`src/rtl/hbs_pkg.sv`:
```
package hbs_pkg;
  localparam int unsigned DATA_W = 64;
  localparam int unsigned HALF_W = 16;

  typedef enum logic [2:0] {
    HOP_NONE  = 3'd0,
    HOP_DSWAP = 3'd1,
    HOP_HREV  = 3'd2,
    HOP_WSWAP = 3'd3,
    HOP_SEXTB = 3'd4,
    HOP_SEXTH = 3'd5
  } hop_e;

  localparam logic [5:0] OPC_SPECIAL3 = 6'b011111;
  localparam logic [5:0] FN_DBL       = 6'b100100;
  localparam logic [5:0] FN_WRD       = 6'b100000;
  localparam logic [4:0] SA_BSWAP     = 5'b00010;
  localparam logic [4:0] SA_HREV      = 5'b00101;
  localparam logic [4:0] SA_SEXTB     = 5'b10000;
  localparam logic [4:0] SA_SEXTH     = 5'b11000;
endpackage

```
`src/rtl/hbs_decode.sv`:
```
module hbs_decode
  import hbs_pkg::*;
(
  input  logic       en64_i,
  input  logic [5:0] opcode_i,
  input  logic [4:0] rs_i,
  input  logic [4:0] shamt_i,
  input  logic [5:0] funct_i,
  output hop_e       op_o,
  output logic       illegal_o,
  output logic       reserved_o
);
  logic base_ok;
  logic is_dbl;

  always_comb begin
    base_ok = (opcode_i == OPC_SPECIAL3) && (rs_i == 5'd0);
    op_o    = HOP_NONE;
    if (base_ok) begin
      if (funct_i == FN_DBL) begin
        if (shamt_i == SA_BSWAP)     op_o = HOP_DSWAP;
        else if (shamt_i == SA_HREV) op_o = HOP_HREV;
      end else if (funct_i == FN_WRD) begin
        if (shamt_i == SA_BSWAP)      op_o = HOP_WSWAP;
        else if (shamt_i == SA_SEXTB) op_o = HOP_SEXTB;
        else if (shamt_i == SA_SEXTH) op_o = HOP_SEXTH;
      end
    end
    is_dbl     = (op_o == HOP_DSWAP) || (op_o == HOP_HREV);
    illegal_o  = (op_o == HOP_NONE);
    reserved_o = is_dbl && !en64_i;
  end
endmodule

```
`src/rtl/hbs_datapath.sv`:
```
module hbs_datapath
  import hbs_pkg::*;
#(
  parameter int unsigned DW = DATA_W,
  parameter int unsigned HW = HALF_W
) (
  input  hop_e          op_i,
  input  logic [DW-1:0] src_i,
  output logic [DW-1:0] res_o
);
  localparam int unsigned NHALF = DW / HW;
  localparam int unsigned BW    = HW / 2;
  localparam int unsigned WW    = DW / 2;
  localparam int unsigned NWH   = WW / HW;

  logic [DW-1:0] bswap_all;
  logic [DW-1:0] hrev;
  logic [WW-1:0] wswap_lo;

  for (genvar h = 0; h < NHALF; h++) begin : g_half
    assign bswap_all[h*HW +: HW] = {src_i[h*HW +: BW], src_i[h*HW+BW +: BW]};
    assign hrev[h*HW +: HW]      = src_i[(NHALF-1-h)*HW +: HW];
  end

  for (genvar w = 0; w < NWH; w++) begin : g_wlane
    assign wswap_lo[w*HW +: HW] = bswap_all[w*HW +: HW];
  end

  always_comb begin
    unique case (op_i)
      HOP_DSWAP: res_o = bswap_all;
      HOP_HREV:  res_o = hrev;
      HOP_WSWAP: res_o = {{(DW-WW){wswap_lo[WW-1]}}, wswap_lo};
      HOP_SEXTB: res_o = {{(DW-BW){src_i[BW-1]}}, src_i[BW-1:0]};
      HOP_SEXTH: res_o = {{(DW-HW){src_i[HW-1]}}, src_i[HW-1:0]};
      default:   res_o = '0;
    endcase
  end
endmodule

```
`src/rtl/hbs_outreg.sv`:
```
module hbs_outreg #(
  parameter int unsigned DW = 64
) (
  input  logic          clk,
  input  logic          rst_n,
  input  logic          req_i,
  input  logic          illegal_i,
  input  logic          reserved_i,
  input  logic [DW-1:0] res_i,
  output logic [DW-1:0] result_o,
  output logic          valid_o,
  output logic          illop_o,
  output logic          rsvd_o
);
  logic          load_en;
  logic          valid_d, illop_d, rsvd_d;
  logic [DW-1:0] result_d;

  always_comb begin
    load_en  = req_i && !illegal_i && !reserved_i;
    valid_d  = load_en;
    illop_d  = req_i && illegal_i;
    rsvd_d   = req_i && !illegal_i && reserved_i;
    result_d = load_en ? res_i : result_o;
  end

  always_ff @(posedge clk or negedge rst_n) begin
    if (!rst_n) begin
      result_o <= '0;
      valid_o  <= 1'b0;
      illop_o  <= 1'b0;
      rsvd_o   <= 1'b0;
    end else begin
      result_o <= result_d;
      valid_o  <= valid_d;
      illop_o  <= illop_d;
      rsvd_o   <= rsvd_d;
    end
  end
endmodule

```
`src/rtl/hbs_unit.sv`:
```
module hbs_unit
  import hbs_pkg::*;
#(
  parameter int unsigned DW = DATA_W,
  parameter int unsigned HW = HALF_W
) (
  input  logic          clk,
  input  logic          rst_n,
  input  logic          req_valid_i,
  input  logic          en64_i,
  input  logic [5:0]    opcode_i,
  input  logic [4:0]    rs_i,
  input  logic [4:0]    shamt_i,
  input  logic [5:0]    funct_i,
  input  logic [DW-1:0] src_i,
  output logic [DW-1:0] result_o,
  output logic          out_valid_o,
  output logic          illop_o,
  output logic          rsvd_o
);
  hop_e          op;
  logic          illegal, reserved;
  logic [DW-1:0] res_c;

  hbs_decode u_dec (
    .en64_i    (en64_i),
    .opcode_i  (opcode_i),
    .rs_i      (rs_i),
    .shamt_i   (shamt_i),
    .funct_i   (funct_i),
    .op_o      (op),
    .illegal_o (illegal),
    .reserved_o(reserved)
  );

  hbs_datapath #(.DW(DW), .HW(HW)) u_dp (
    .op_i (op),
    .src_i(src_i),
    .res_o(res_c)
  );

  hbs_outreg #(.DW(DW)) u_oreg (
    .clk       (clk),
    .rst_n     (rst_n),
    .req_i     (req_valid_i),
    .illegal_i (illegal),
    .reserved_i(reserved),
    .res_i     (res_c),
    .result_o  (result_o),
    .valid_o   (out_valid_o),
    .illop_o   (illop_o),
    .rsvd_o    (rsvd_o)
  );
endmodule

```
`config.mk`:
```
export PLATFORM = sky130hd
export DESIGN_NAME = hbs_unit
export DESIGN_NICKNAME = d
export VERILOG_FILES = /design/src/rtl/hbs_pkg.sv /design/src/rtl/hbs_decode.sv /design/src/rtl/hbs_datapath.sv /design/src/rtl/hbs_outreg.sv /design/src/rtl/hbs_unit.sv
export SDC_FILE = /design/constraint.sdc
export NUM_CORES = 1
export LEC_CHECK = 0
export BUFFER_PORTS_ARGS = -buffer_cell sky130_fd_sc_hd__buf_2
export CORE_MARGIN = 2
export CORE_UTILIZATION = 47
export CTS_BUF_LIST = sky130_fd_sc_hd__clkbuf_4 sky130_fd_sc_hd__clkbuf_8
export CTS_CLUSTER_DIAMETER = 200
export DETAILED_ROUTE_END_ITERATION = 6
export PLACE_DENSITY_LB_ADDON = 0.12
export SYNTH_ARGS = -nofsm -noshare
export SYNTH_HDL_FRONTEND = slang
export SYNTH_SLANG_ARGS = --single-unit
```
`constraint.sdc`:
```
create_clock -name clk -period 0.8 [get_ports clk]
set_input_delay 0.2 -clock clk [delete_from_list [all_inputs] [get_ports clk]]
set_output_delay 0.2 -clock clk [all_outputs]
set_load 0.005 [all_outputs]
```
==> results by group <==
Routing
  – WL final: 25250 um
  – DRT antenna net count: 0
  – Drt first-iter violations: 887
  – WL/cell: 28.82 um
  – DRC viols: 55
  – Via density per instance: 7.057
  – Via count: 6182
  – First drt pass iteration count: 7

Logic synthesis
  – Post-synthesis area per instance: 10.53 sq um
  – Post-synth EDFFs: 0
  – Commonest cells in the netlist: 67 x dfrtp_1, 33 x and3_1, 29 x clkbuf_1, 25 x nor3_1, 20 x a2bb2oi_1
  – Top_reg_cell synth: dfrtp_1
  – Yosys warns: 0
  – Most common cell in the synthesized netlist: dfrtp_1
  – Post-Syn Nets: 524
  – Ys async rst share: 100.0%
  – Yosys cell types: 53
  – Synth area leaders: dfrtp_1 37%, mux2_4 4.9%, a2bb2oi_2 4.6%, and3_1 4.5%, a2bb2oi_1 3.8%
  – Post-Synthesis Cells: 434
  – Synth area leader: dfrtp_1
  – Yosys top cell area share: 36.69%
  – Seq/Total Area, Yosys: 36.69%
  – Synthesized flop and latch total: 67
  – Mapped Area: 4569 sq um

Timing
  – Worst-Margin Slew: 0.6721 ns
  – Slew Limit Fails: 0
  – Final Skew: 0 ns
  – Setup violators final: 134
  – Fin worst setup slack: -1.616 ns
  – FMAX: 414.0 MHz
  – Unrepaired setup endpoints after global routing: yes
  – Slew margin rel.: 55.05%
  – Final hold vios: 0
  – Post-layout minimum cycle time: 2.415 ns
  – Tcrit/Tclk final: 301.9%

CTS
  – CTS sink cnt: 67
  – Root Buffer Master: clkbuf_8
  – Clock transition at the registers of the reported paths: 0.08 ns
  – H-tree levels: 3
  – Longest Clk Path Bufs: 2
  – TritonCTS clock tree: built
  – CTS buffer count: 9
  – Worst skew pair latency: 0.36 ns

Placed design
  – Port bufs: 156
  – Pre-CTS setup slack: -1.518 ns
  – Placer Congestion: 0.9737
  – Hpwl dp: 11460 um
  – Cells after DPL: 751

Run status
  – Violated checks: DRC, setup timing
  – Status: finished with violations

Worst setup path
  – Max Fanout on Critical Path: 5
  – WP data arrival: 2.65 ns
  – Slowest-stage cell, CP: nor2_1
  – Req. time, crit path: 1.03 ns
  – Setup crit start kind: input pin
  – Crit-path cells: buf_2, buf_4, nor2_1, o211ai_1, mux2_4, a21oi_4, buf_6, buf_8, buf_16, a2bb2oi_2
  – Crit Path Class: input pin to register
  – Worst path max stage delay: 0.45 ns
  – Critical path's top delay family: compound AO/OA/AOI/OAI gates
  – CP Launch Point: shamt_i[2]
  – Reg2reg start: u_oreg.result_o[31]
  – WP buf/inv: 5
  – Reg2Reg Setup Slack: -0.27 ns
  – CP endpoint kind: register

Die
  – Rows: 35
  – Io pins: 157
  – Die ar.: 10530 sq um
  – Initial core utilization: 48.99%
  – Die Y: 102.6 um
  – Core area: 9328 sq um
  – Die Width: 102.6 um

Worst hold path
  – Worst min path class: input pin to register
  – HP Start: req_valid_i

Pwr
  – Leakage power: 4.152 nW
  – Worst vdd ir: 0.9044 mV
  – Pwr dens: 1018 nW/um^2

Cells and area
  – Fillcell total: 370
  – Layout area overhead: 82.09%
  – Finished Layout Cells: 876
  – Fraction of layout cells with a size suffix above 1: 67.16%
  – Final Net Count: 831

Global route
  – Pin count of the biggest net entering global routing: 40
  – First-pass GRT wire length: 30710 um
  – Initial antenna violation count: 1
  – Vias in the first global route: 5451
  – GRT Total Usage: 38.75%
  – Total grt overflow: 0

Flow run
  – Max_cap viols: 0
[state kept, by name (all words and copies together) (netlist names)]
name	cells
u_oreg.valid_o	1
u_oreg.illop_o	1
u_oreg.result_o	64
u_oreg.rsvd_o	1
[power breakdown]
part	internal, W	leakage, nW	switching (W)
sequential	0.00339	0.913	0.000000931
clock	0.00248	0.133	0.00152
combinational	0.000474	3.11	0.000611
total	0.00634	4.15	0.00214
[cells by family (layout without fill, tap and decap cells)]
group           count (synthesis)  in the layout  share of synthesized area (%)
flops                          67             67                          36.69
simple gates                  122            122                          17.25
mux                            42             42                          11.25
compound gates                146            146                          28.29
other cells                     0              1                              0
buf+inv                        57            369                          6.517
[per-layer routing]
metal / vias up / wire, um / global-route usage, %
li1: 2385 / - / -
met1: 2890 / 8499 / 47.91
met2: 674 / 10930 / 63.45
met3: 231 / 3736 / 9.966
met4: 2 / 2072 / 18.05
met5: - / 13 / 0
[cells in the final DEF, fill, tap and decap left out, types with 17 or more instances in the layout]
cell type    n
buf_2      152
buf_4      137
dfrtp_1     67
a2bb2oi_2   31
mux2_4      28
and3_1      26
nor3_1      25
buf_6       20
a211o_1     19
a21oi_1     17
nand3_1     17
[repair_timing]
action / 4_1_cts / 5_1_grt
buffers inserted: 58 / 39
setup endpoints to repair: 134 / 134
gates resized for setup: 113 / 59
hold buffers: 1 / 0
endpoints found under the hold margin: 67 / 0
gates cloned: 10 / 2
pin swaps: 25 / 23
[area by class of cell]
type | count | area [sq um] | share of cell area, %
flip-flops and latches | 67 | 1677 | 20.15
well taps | 129 | 161.4 | 1.940
repair buffers | 348 | 2783 | 33.44
diodes | 1 | 2.502 | 0.03008
clock inverters | 6 | 136.4 | 1.639
inverters | 5 | 18.77 | 0.2256
clock buffers | 10 | 137.6 | 1.654
multi-input cells | 310 | 3405 | 40.92
[final timing paths]
check	end	cells past startpoint
min	u_oreg.rsvd_o	2
min in group asynchronous	u_oreg.result_o[37]	3
max in group asynchronous	u_oreg.result_o[5]	3
max reg2reg	u_oreg.result_o[31]	3
max	u_oreg.result_o[43]	10
min reg2reg	u_oreg.result_o[29]	1
[per-stage QoR]
step	power, W	TNS [ns]	instance area (sq um)	util (%)	hold slack, ns
after global routing	0.008635	-106.63	8318	89.18	0.1640
after global placement	0.004288	-91.82	6135	65.77	0.2036
after floorplan	0.003685	-75.69	4691	-	-0.09559
after CTS	0.008192	-81.00	7725	82.82	0.1156
after detailed placement	0.004296	-93.48	6135	65.77	0.2031
final	0.008473	-112.05	8320	89.20	0.1702
No activity file was read; power rests on OpenSTA's default activity.
